**src/rtl/spi_rsp_pkg.sv**
```systemverilog
package spi_rsp_pkg;
  localparam int unsigned BYTE_W    = 8;
  localparam int unsigned ADDR_W    = BYTE_W - 1;
  localparam int unsigned FRAME_MAX = 3 * BYTE_W;

  typedef logic [BYTE_W-1:0] byte_t;

  // one CRC update, MSB-first serial form
  function automatic byte_t crc_step(byte_t c, logic b, byte_t poly);
    byte_t n;
    n = {c[BYTE_W-2:0], 1'b0};
    if (c[BYTE_W-1] ^ b) n = n ^ poly;
    return n;
  endfunction

  // CRC over a two-byte word, zero initial value
  function automatic byte_t crc_word(logic [2*BYTE_W-1:0] w, byte_t poly);
    byte_t c;
    c = '0;
    for (int i = 2*BYTE_W-1; i >= 0; i--) c = crc_step(c, w[i], poly);
    return c;
  endfunction
endpackage

```
**src/rtl/spi_rsp_sync.sv**
```systemverilog
module spi_rsp_sync #(
  parameter int unsigned WIDTH = 1,
  parameter int unsigned STAGES = 2,
  parameter logic [WIDTH-1:0] RST_VAL = '0
) (
  input  logic             clk,
  input  logic             rst_n,
  input  logic [WIDTH-1:0] d,
  output logic [WIDTH-1:0] q
);
  logic [WIDTH-1:0] stg [STAGES];

  always_ff @(posedge clk or negedge rst_n) begin
    if (!rst_n) begin
      for (int i = 0; i < STAGES; i++) stg[i] <= RST_VAL;
    end else begin
      stg[0] <= d;
      for (int i = 1; i < STAGES; i++) stg[i] <= stg[i-1];
    end
  end

  assign q = stg[STAGES-1];
endmodule

```
**src/rtl/spi_rsp_crc.sv**
```systemverilog
module spi_rsp_crc
  import spi_rsp_pkg::*;
#(
  parameter byte_t POLY = 8'h07
) (
  input  logic  clk,
  input  logic  rst_n,
  input  logic  clear,
  input  logic  step,
  input  logic  din,
  output byte_t crc
);
  always_ff @(posedge clk or negedge rst_n) begin
    if (!rst_n)     crc <= '0;
    else if (clear) crc <= '0;
    else if (step)  crc <= crc_step(crc, din, POLY);
  end
endmodule

```
**src/rtl/spi_rsp_txsh.sv**
```systemverilog
module spi_rsp_txsh #(
  parameter int unsigned W = 24
) (
  input  logic         clk,
  input  logic         rst_n,
  input  logic         load,
  input  logic [W-1:0] load_val,
  input  logic         shift,
  output logic         msb
);
  logic [W-1:0] sh;

  always_ff @(posedge clk or negedge rst_n) begin
    if (!rst_n)     sh <= '0;
    else if (load)  sh <= load_val;
    else if (shift) sh <= {sh[W-2:0], 1'b0};
  end

  assign msb = sh[W-1];
endmodule

```
**src/rtl/spi_reg_responder.sv**
```systemverilog
module spi_reg_responder
  import spi_rsp_pkg::*;
#(
  parameter int unsigned SYNC_STAGES = 2,
  parameter byte_t       CRC_POLY    = 8'h07,
  parameter byte_t       ERR_TAIL    = 8'hAA
) (
  input  logic              clk,
  input  logic              rst_n,
  input  logic              spi_sclk,
  input  logic              spi_cs_n,
  input  logic              spi_mosi,
  output logic              spi_miso,
  input  logic              crc_en,
  input  logic              clk_ready,
  output logic [ADDR_W-1:0] reg_addr,
  output logic [BYTE_W-1:0] reg_wdata,
  output logic              reg_wr_en,
  input  logic [BYTE_W-1:0] reg_rdata
);
  localparam int unsigned W2    = 2 * BYTE_W;
  localparam int unsigned FW    = FRAME_MAX;
  localparam int unsigned CNT_W = $clog2(FW + 2);
  localparam logic [CNT_W-1:0] LEN_S   = CNT_W'(W2);
  localparam logic [CNT_W-1:0] LEN_L   = CNT_W'(FW);
  localparam logic [CNT_W-1:0] CNT_SAT = CNT_W'(FW + 1);

  // pin synchronizer: {mosi, cs_n, sclk}
  logic [2:0] sync_q;
  spi_rsp_sync #(.WIDTH(3), .STAGES(SYNC_STAGES), .RST_VAL(3'b010)) u_sync (
    .clk(clk), .rst_n(rst_n), .d({spi_mosi, spi_cs_n, spi_sclk}), .q(sync_q)
  );

  logic sclk_p, cs_p;
  always_ff @(posedge clk or negedge rst_n) begin
    if (!rst_n) begin
      sclk_p <= 1'b0;
      cs_p   <= 1'b1;
    end else begin
      sclk_p <= sync_q[0];
      cs_p   <= sync_q[1];
    end
  end

  logic sclk_rise, sclk_fall, cs_fall, cs_rise, mosi_q;
  assign sclk_rise = sync_q[0] & ~sclk_p;
  assign sclk_fall = ~sync_q[0] & sclk_p;
  assign cs_fall   = ~sync_q[1] & cs_p;
  assign cs_rise   = sync_q[1] & ~cs_p;
  assign mosi_q    = sync_q[2];

  // frame state
  logic             in_frame, dead, crc_mode;
  logic [CNT_W-1:0] bit_cnt;
  logic [FW-1:0]    rx_sh;
  logic [W2-1:0]    resp_q;
  logic             resp_err;

  // received fields, positioned by frame length
  byte_t cmd_b, data_b, rx_crc, crc_val;
  assign cmd_b  = crc_mode ? rx_sh[FW-1 -: BYTE_W] : rx_sh[W2-1 -: BYTE_W];
  assign data_b = crc_mode ? rx_sh[W2-1 -: BYTE_W] : rx_sh[BYTE_W-1:0];
  assign rx_crc = rx_sh[BYTE_W-1:0];

  spi_rsp_crc #(.POLY(CRC_POLY)) u_crc (
    .clk(clk), .rst_n(rst_n), .clear(cs_fall),
    .step(in_frame && sclk_rise && (bit_cnt < LEN_S)),
    .din(mosi_q), .crc(crc_val)
  );

  logic frame_done, crc_ok, is_wr;
  assign frame_done = cs_rise && in_frame && !dead &&
                      (bit_cnt == (crc_mode ? LEN_L : LEN_S));
  assign crc_ok     = !crc_mode || (rx_crc == crc_val);
  assign is_wr      = cmd_b[BYTE_W-1];

  always_ff @(posedge clk or negedge rst_n) begin
    if (!rst_n) begin
      in_frame  <= 1'b0;
      dead      <= 1'b0;
      crc_mode  <= 1'b0;
      bit_cnt   <= '0;
      rx_sh     <= '0;
      resp_q    <= '0;
      resp_err  <= 1'b0;
      reg_wr_en <= 1'b0;
    end else begin
      reg_wr_en <= 1'b0;
      if (cs_fall) begin
        in_frame <= 1'b1;
        dead     <= !clk_ready;
        crc_mode <= crc_en;
        bit_cnt  <= '0;
      end else if (cs_rise) begin
        in_frame <= 1'b0;
      end else if (in_frame && sclk_rise) begin
        rx_sh <= {rx_sh[FW-2:0], mosi_q};
        if (bit_cnt != CNT_SAT) bit_cnt <= bit_cnt + 1'b1;
      end
      if (frame_done) begin
        if (crc_ok) begin
          resp_q    <= {cmd_b, is_wr ? data_b : reg_rdata};
          resp_err  <= 1'b0;
          reg_wr_en <= is_wr;
        end else begin
          resp_err  <= 1'b1;
        end
      end
    end
  end

  assign reg_addr  = cmd_b[ADDR_W-1:0];
  assign reg_wdata = data_b;

  // reply loaded at frame start
  logic [FW-1:0] tx_val;
  always_comb begin
    if (resp_err)    tx_val = {{W2{1'b1}}, ERR_TAIL};
    else if (crc_en) tx_val = {resp_q, crc_word(resp_q, CRC_POLY)};
    else             tx_val = {resp_q, {BYTE_W{1'b0}}};
  end

  logic tx_msb;
  spi_rsp_txsh #(.W(FW)) u_tx (
    .clk(clk), .rst_n(rst_n), .load(cs_fall), .load_val(tx_val),
    .shift(in_frame && sclk_fall), .msb(tx_msb)
  );

  assign spi_miso = in_frame & (dead | tx_msb);
endmodule

```
**config.mk**
```make
export PLATFORM = sky130hd
export DESIGN_NAME = spi_reg_responder
export DESIGN_NICKNAME = d
export VERILOG_FILES = /design/src/rtl/spi_rsp_pkg.sv /design/src/rtl/spi_rsp_sync.sv /design/src/rtl/spi_rsp_crc.sv /design/src/rtl/spi_rsp_txsh.sv /design/src/rtl/spi_reg_responder.sv
export SDC_FILE = /design/constraint.sdc
export NUM_CORES = 1
export LEC_CHECK = 0
export BUFFER_PORTS_ARGS = -buffer_cell sky130_fd_sc_hd__buf_2
export CELL_PAD_IN_SITES_DETAIL_PLACEMENT = 2
export CELL_PAD_IN_SITES_GLOBAL_PLACEMENT = 2
export CORE_AREA = 2 2 109 111
export DETAILED_ROUTE_END_ITERATION = 7
export DIE_AREA = 0 0 111 113
export GPL_TIMING_DRIVEN = 0
export HOLD_SLACK_MARGIN = 0.08
export PLACE_DENSITY = 0.82
export SLEW_MARGIN = 25
export SYNTH_ARGS = -nofsm -noshare
export SYNTH_HDL_FRONTEND = slang
export SYNTH_SLANG_ARGS = --single-unit
```
**constraint.sdc**
```tcl
create_clock -name clk -period 4.65 [get_ports clk]
set_input_delay 0.2325 -clock clk [delete_from_list [all_inputs] [get_ports clk]]
set_output_delay 0.2325 -clock clk [all_outputs]
set_load 0.01 [all_outputs]
```
==> results of run 1 <==
stage by stage:
stage	cell area [sq um]	util	hold WS [ns]	total power, W	worst slack (ns)
3_5_place_dp	4837	0.4291	0.1109	0.001189	2.329
2_1_floorplan	4469	-	-0.06309	0.001079	2.887
3_3_place_gp	4803	0.4261	0.3371	0.001159	2.469
6_report	5167	0.4584	0.1944	0.001902	2.321
5_1_grt	5167	0.4584	0.2189	0.001990	2.083
4_1_cts	5167	0.4584	0.2111	0.001902	2.266
report_power, final:
part           internal (W)  total [W]  switching [W]
Clock              0.000378   0.000717       0.000339
Combinational      0.000131   0.000279       0.000149
Sequential         0.000842   0.000906      0.0000634
flip-flops by register name (all words and copies together) (netlist names), 3 cells and up:
signal,flops
u_sync.stg,3
rx_sh,24
resp_q,16
u_sync.q,3
u_tx.sh,24
bit_cnt,5
u_crc.crc,8
critical path, stage by stage, from the launching register on:
cell and delay, ns:
dfstp_2 0.54, ha_1 0.13, clkbuf_1 0.33, clkbuf_1 0.45
buf_1 0.46, nor2_1 0.14, a21oi_1 0.19
area by class of cell:
type | count | area [sq um]
Fill cell | 1123 | 6105
Sequential cell | 90 | 2256
Multi-Input combinational cell | 233 | 2038
Clock buffer | 10 | 239.0
Timing Repair Buffer | 37 | 239.0
Tap cell | 143 | 178.9
Buffer | 22 | 122.6
Inverter | 14 | 52.55
Clock inverter | 6 | 41.29
routing by layer:
layer  global-route usage  wire length (um)  vias up  share of wire
met5                    0                 0        -              0
met4              0.09333               383        0          0.029
met3              0.03267               206       26          0.016
met2               0.4110              7029       39           0.53
met1               0.2773              5542     1597           0.42
li1                     -                 -     1344              -
worst min path at each step:
stage	depth (start not counted)	slack, ns	to
floorplan	0	-0.06	bit_cnt[0]$_DFFE_PN0P_
global placement	1	0.34	u_sync.stg[4]$_DFF_PN1_
detailed placement	1	0.11	u_sync.stg[5]$_DFF_PN0_
CTS	3	0.21	resp_q[1]$_DFFE_PN0P_
global route	3	0.22	resp_q[1]$_DFFE_PN0P_
finish	3	0.19	resp_q[1]$_DFFE_PN0P_
cells in the final DEF, fill, tap and decap left out, types with 2 or more instances in the layout:
master         instances
o22a_1                 6
ha_1                   6
clkbuf_16              9
buf_2                 38
a21oi_1               17
mux2i_1               21
clkinv_2               2
inv_1                 14
nand3b_1               3
nand4_1                2
nor4_1                 2
o21ai_0                4
buf_4                  8
dfrtp_1               87
xnor2_1               35
a221o_1                2
xor2_1                 9
clkinvlp_4             3
nand3_1                3
nor2_1                20
nand4b_1               2
mux2_2                68
dlygate4sd3_1          5
nor3_1                 2
o22ai_1                3
nor2b_1                3
a22o_1                 8
clkbuf_1               5
dfstp_2                3
nand2_1                4
timing repair:
item | CTS | global route
buffers inserted | 0 | 0
hold endpoints to repair | 28 | 0
hold buffers | 5 | 0
cells by family (layout without fill, tap and decap cells):
logic type	after synthesis	in the layout
flops	90	90
fa+ha+maj	6	6
buf+inv	36	89
xor+xnor	45	45
mux	90	90
simple gates	48	48
compound gates	44	44
==> results.cfg, run 1 <==
[synth]
synth_compound_area_frac = 0.06663
synth_area_leader_cell = dfrtp_1
yosys_warnings = 0
synth_top_cell_area_share = 0.4871
synthesis.nets = 380
synth_ff_type = dfrtp_1
yosysMostFrequentCell = dfrtp_1
synth_top_cells_by_count = dfrtp_1 (87), mux2_2 (68), xnor2_1 (35), mux2i_1 (21), nor2_1 (20)
synthTopCellsByArea = dfrtp_1 (49%), mux2_2 (17%), xnor2_1 (6.9%), mux2i_1 (4.7%), a21oi_1 (1.9%)
ys_types = 40
synth_fa_ha_area_frac = 0.01680
synth_top_family_by_area = multiplexers
synth_simple_gate_area_frac = 0.05963
syn-instance-count = 359
avgSynthCellArea_sq_um = 12.45
synth_edf_count = 0
synth_seq_area_share = 0.5048
syn_area_sq_mm = 0.004469
synthMuxAreaShare = 0.2214
synth_xor_xnor_area_share = 0.09155
ys_ff_latch = 90
async_flop_share = 1.000

[cts]
clock_path_buffers = 2
cts-root-buf = clkbuf_16
insertion_delay_ns = 0.35
clkSinkCount = 90
clk_pin_slew_ns = 0.07
htreeDepth = 3
cts_tree = done
cts_buffers = 9
cts_resized = 0

[grt]
grt.total_usage = 0.2287
grt_max_degree = 67
overflow = 0
grt_antenna_before_repair = 0
grt_pass1_vias = 3527
grt_pass1_wl_um = 21600

[route]
drt-initial-drc-count = 107
drcViolationCount = 0
ant_nets = 0
viasPerCell = 5.416
dr.pass1.iters = 4
routed_wl_um = 13160
post_drt_wl_per_cell_um = 23.71
via_count = 3006

[setup_path]
endpoint_kind = flip-flop
crit_fanout = 10
cp-start-kind = flip-flop
reg2reg_depth = 6
ff2ff_setup_slack_ns = 2.32
criticalPathCategory = flip-flop to flip-flop
cp.required_ns = 4.90
startpoint = cs_p$_DFF_PN1_
endpoint = u_tx.sh[13]$_DFFE_PN0P_
r2r_start = cs_p$_DFF_PN1_
rr_endpoint = u_tx.sh[13]$_DFFE_PN0P_
cp_data_arrival_time_ns = 2.58

[outcome]
status = finished clean

[worst_hold_path]
hp-class = primary input to flip-flop
hold_start = reg_rdata[1]

[sta]
hold_viol = 0
tightest_slew_ns = 0.9685
fin_crit_ns = 2.329
fin_skew_ns = 0.01043
rsz0062_at_grt = false
setup_viol = 0
slew_viol_final = 0
period_share = 0.5008
slew_headroom = 0.3494
fmax_mhz = 429.4
setup_tns_ns = 0

[floorplan]
core_area_sq_mm = 0.01127
die_y_um = 113
num_rows = 39
chipWidth_um = 111
die_area_sq_mm = 0.01254
pin_count = 32
start_util = 0.3965

[power]
max-vdd-ir-drop_uv = 214.1
p_per_area_mw_per_mm2 = 368.0
power.leakage_nw = 2.529

[finish]
synthToLayoutAreaGrowth_pct = 15.62
drive_gt1_frac = 0.3398
nets = 428
fin_cells = 555
diodes = 0

[place]
place.gp.congestion = 0.7236
dp.cells = 534
dp_hpwl_um = 8613
portBuffers = 31

[job]
max-cap-violations = 0
Power figures use the tool's default switching activity.
==> run 2, diff against run 1 <==
Settings changed: CORE_AREA 2 2 109 111 to 2 2 112 114, DIE_AREA 0 0 111 113 to 0 0 114 116, PLACE_DENSITY 0.82 to 0.81.
Clock period 4.65 ns to 2 ns, I/O delays scaled along.
==> results.cfg, run 2 (same netlist as run 1, synthesis figures left out) <==
[outcome]
status = finished with violations
violations = setup timing

[finish]
fin_area_sq_mm = 0.005386
synthToLayoutAreaGrowth_pct = 20.52
final_common_cell = dfrtp_1
regArea_sq_mm = 0.002257
final_cell_mix = dfrtp_1 (86), mux2_2 (68), xnor2_1 (35), buf_2 (35), mux2i_1 (21)
drive_gt1_frac = 0.3779
n_fill_cell = 1162
diodes = 0
nets = 443
multi_input_area_sq_mm = 0.002077
final_util = 0.4522
reg.largest.list = rx_sh: 24 flops, u_tx.sh: 24 flops, resp_q: 16 flops

[cts]
clkSinkCount = 90
clock_path_buffers = 2
cts-root-buf = clkbuf_16
htreeDepth = 3
cts_buffers = 9
cts_tree = done
clk_pin_slew_ns = 0.07
insertion_delay_ns = 0.35

[grt]
grt.total_usage = 0.2329
grt_pass1_wl_um = 22470
use_met1 = 0.2880
grt_max_degree = 74
grt_use_met3 = 0.03923
met2_usage = 0.4183
grt_pass1_vias = 3567
grt_antenna_before_repair = 0
grt-busiest-layer = met2
overflow = 0

[setup_path]
cp-start-kind = flip-flop
reg2reg_depth = 6
rr_endpoint = resp_q[14]$_DFFE_PN0P_
cp_data_arrival_time_ns = 2.24
endpoint_kind = flip-flop
crit_fanout = 7
r2r_start = rx_sh[5]$_DFFE_PN0P_
criticalPathCategory = flip-flop to flip-flop
ff2ff_setup_slack_ns = -0.01
cp.required_ns = 2.23

[power]
max-vdd-ir-drop_uv = 755.8
power.leakage_nw = 2.635
p_total_w = 0.004611
p_per_area_mw_per_mm2 = 856.0

[worst_hold_path]
worst_hold_path.num_cells = 3
hold_path_end = resp_q[0]$_DFFE_PN0P_
hp-class = primary input to flip-flop
hold_start = reg_rdata[0]

[sta]
setup_tns_ns = -0.01437
fin_crit_ns = 2.014
hold_viol = 0
fin_ws_ns = -0.01412
period_share = 1.007
tightest_slew_ns = 0.8391
rsz0062_at_grt = true
fmax_mhz = 496.5
fin_skew_ns = 0.007833
slew_headroom = 0.4295
slew_viol_final = 0
setup_viol = 2

[route]
viasPerCell = 5.483
routed_wl_um = 14810
ant_nets = 0
dr.pass1.iters = 4
drcViolationCount = 0
drt-initial-drc-count = 159
post_drt_wl_per_cell_um = 25.85
via_count = 3142

[floorplan]
pin_count = 32
start_util = 0.3752
core_area_sq_mm = 0.01191
die_y_um = 116
num_rows = 40
die_area_sq_mm = 0.01322
chipWidth_um = 114

[place]
place.gp.congestion = 0.7508
placed_area_sq_mm = 0.004842
dp_hpwl_um = 8484
portBuffers = 31
place_ws_ns = -0.1979

[job]
max-cap-violations = 0
run 2: changes by cell type in the layout (fill, tap and decap cells not counted), moves of 2 or more:
cell / change
ha_2: +2
clkbuf_1: -4
ha_1: -3
clkinvlp_4: -2
nand2_1: -2
clkbuf_2: +3
dlygate4sd3_1: +6
buf_2: -3
clkbuf_4: +2
buf_4: +11
run 2: critical path, stage by stage (launching register included):
cell and delay (ns):
dfrtp_1 0.44, xnor2_1 0.28, nand4_1 0.17, o21ai_1 0.39
nand2_4 0.15, buf_4 0.17, mux2_2 0.29
run 2: worst max-delay path by stage:
stage,slack (ns),end,startpoint
global placement,-0.13,u_tx.sh[6]$_DFFE_PN0P_,cs_p$_DFF_PN1_
global route,-0.11,resp_q[8]$_DFFE_PN0P_,rx_sh[5]$_DFFE_PN0P_
floorplan,0.24,bit_cnt[4]$_DFFE_PN0P_,cs_p$_DFF_PN1_
finish,-0.01,resp_q[14]$_DFFE_PN0P_,rx_sh[5]$_DFFE_PN0P_
detailed placement,-0.20,u_tx.sh[5]$_DFFE_PN0P_,cs_p$_DFF_PN1_
CTS,-0.02,rx_sh[18]$_DFFE_PN0P_,u_sync.q[1]$_DFF_PN1_
run 2: final cells by class:
cell class              instances  share of cell area
well taps                     147             0.03415
flip-flops and latches         90              0.4190
repair buffers                 53             0.06945
multi-input cells             233              0.3856
clock buffers                  11             0.04692
clock inverters                 4            0.009524
plain buffers                  21             0.02555
inverters                      14            0.009756
run 2: power breakdown:
group	internal (W)	switching, W
Clock	0.00103	0.000752
Combinational	0.000327	0.000377
Sequential	0.00196	0.000163
run 2: routing by layer:
layer / routed length (um) / vias to the layer above
li1: - / 1376
met1: 6124 / 1672
met2: 7899 / 67
met3: 488 / 27
met4: 301 / 0
met5: 0 / -
run 2: per-stage QoR:
stage,hold WS (ns),instances
6_report,0.08135,573
5_1_grt,0.1172,573
3_5_place_dp,-0.04789,538
3_3_place_gp,0.2047,537
4_1_cts,0.08125,562
2_1_floorplan,-0.1956,359
run 2: timing repair:
item,4_1_cts,5_1_grt
hold buffers,10,1
gates cloned,0,0
setup buffers,0,10
hold endpoints to repair,99,1
resized for setup,11,9
setup endpoints to repair,55,33
pin swaps,0,4
==> run 3, diff against run 2 <==
Settings changed: CORE_AREA 2 2 112 114 to 2 2 92 138, CTS_CLUSTER_SIZE set to 40, DIE_AREA 0 0 114 116 to 0 0 94 140, SETUP_SLACK_MARGIN set to 0.2.
==> results.cfg, run 3 (same netlist as run 1, synthesis figures left out) <==
[setup_path]
cp-start-kind = flip-flop
path_buf_inv = 2
slowest_delay_ns = 0.57
cp.required_ns = 2.22
slowest_stage = dfstp_2
cp_data_arrival_time_ns = 2.10
path_cells = ha_4, nand4b_1, nor4b_4, buf_6, nand2_8, buf_12, mux2i_4
endpoint_kind = flip-flop
crit_fanout = 5
criticalPathCategory = flip-flop to flip-flop
cp_top_family = flip-flops

[sta]
setup_tns_ns = 0
slew_viol_final = 0
tightest_slew_ns = 0.5185
setup_viol = 0
fmax_mhz = 532.6
slew_headroom = 0.6543
fin_skew_ns = 0.01389
period_share = 0.9387
hold_ws_ns = 0.09014
fin_ws_ns = 0.1226
hold_viol = 0
rsz0062_at_grt = true
fin_crit_ns = 1.877

[floorplan]
die_area_sq_mm = 0.01316
pin_count = 32
chipWidth_um = 94
core_area_sq_mm = 0.01196
die_y_um = 140
num_rows = 49
start_util = 0.3738

[grt]
grt_antenna_before_repair = 0
grt_max_degree = 49
overflow = 0
grt.total_usage = 0.2230
grt_pass1_wl_um = 21800
grt_pass1_vias = 3601

[route]
drcViolationCount = 0
routed_wl_um = 14110
viasPerCell = 5.269
ant_nets = 0
via_count = 3051
post_drt_wl_per_cell_um = 24.37
drt-initial-drc-count = 79
dr.pass1.iters = 4

[finish]
nets = 442
drive_gt1_frac = 0.4038
diodes = 0
final_util = 0.4659
synthToLayoutAreaGrowth_pct = 24.64
final_common_cell = dfrtp_1
n_fill_cell = 1169
final_cell_mix = dfrtp_1 (85), mux2_2 (68), xnor2_1 (35), buf_2 (33), mux2i_1 (19)
reg.largest.list = rx_sh: 24 flops, u_tx.sh: 24 flops, resp_q: 16 flops
fin_cells = 579

[cts]
clock_path_buffers = 2
cts_tree = done
clkSinkCount = 90
insertion_delay_ns = 0.35
clk_pin_slew_ns = 0.07
cts-root-buf = clkbuf_16
cts_buffers = 9
htreeDepth = 3

[power]
power.leakage_nw = 2.683
max-vdd-ir-drop_uv = 466.4
p_per_area_mw_per_mm2 = 855.6

[place]
place_ws_ns = -0.3290
portBuffers = 31
place.gp.congestion = 0.7401
dp.cells = 544
dp_hpwl_um = 9089

[job]
max-cap-violations = 0

[worst_hold_path]
hp-class = primary input to flip-flop

[outcome]
status = finished clean
==> run 3: changes by cell type in the layout (fill, tap and decap cells not counted), sizes merged <==
cell         previous run  this run
buf                    57        61
bufinv                  1         2
clkbuf                 17        15
dlygate4sd3            11         7
nand2                   5         6
==> run 3: path summary, 6_finish.rpt <==
kind	cells past startpoint	start	to	slack, ns
setup reg to reg	7	u_sync.q[1]$_DFF_PN1_	resp_q[4]$_DFFE_PN0P_	0.12
min in group asynchronous	2	rst_n	u_crc.crc[0]$_DFFE_PN0P_	0.24
max in group asynchronous	3	rst_n	resp_q[13]$_DFFE_PN0P_	1.15
setup / recovery	7	u_sync.q[1]$_DFF_PN1_	resp_q[4]$_DFFE_PN0P_	0.12
hold / removal	3	reg_rdata[1]	resp_q[1]$_DFFE_PN0P_	0.09
hold reg to reg	0	u_sync.stg[5]$_DFF_PN0_	u_sync.q[2]$_DFF_PN0_	0.35
==> run 3: layout make-up <==
cell class	count	area, sq um	share of cell area
repair buffers	50	365.4	0.06559
multi-input cells	234	2178	0.3911
clock inverters	5	77.57	0.01393
plain buffers	22	203.9	0.03661
inverters	14	52.55	0.009434
clock buffers	11	242.7	0.04358
well taps	153	191.4	0.03437
flip-flops and latches	90	2258	0.4054
==> run 3: per-layer routing <==
layer  track usage  up-vias  part of all wire
met5             0        -                 0
li1              -     1375                 -
met2        0.4139       56              0.58
met4       0.09764        0             0.034
met1        0.2518     1594              0.37
met3       0.02421       26             0.017
==> run 3: what timing repair did <==
action,4_1_cts,5_1_grt
cloned,2,1
endpoints found under the setup margin,85,56
pin swaps,6,2
setup buffers,4,5
hold endpoints to repair,96,0
hold buffers,7,0
gates resized for setup,40,19
==> run 3: power by group <==
part / switching [W] / internal [W] / leakage, nW
logic: 0.000409 / 0.000387 / 1.36
clock network: 0.000734 / 0.00113 / 0.156
registers: 0.000150 / 0.00196 / 1.17
==> run 3: tightest hold or removal path, cell delays in order <==
cell     delay [ns]
buf_2          0.09
mux2i_1        0.07
mux2i_1        0.13
==> run 3: per-stage QoR <==
stage                     total power [W]  cell area, sq um
after floorplan                  0.002509              4469
after global placement           0.002699              4816
after detailed placement         0.002762              4850
after CTS                        0.004699              5443
after global routing             0.004952              5570
final                            0.004766              5570
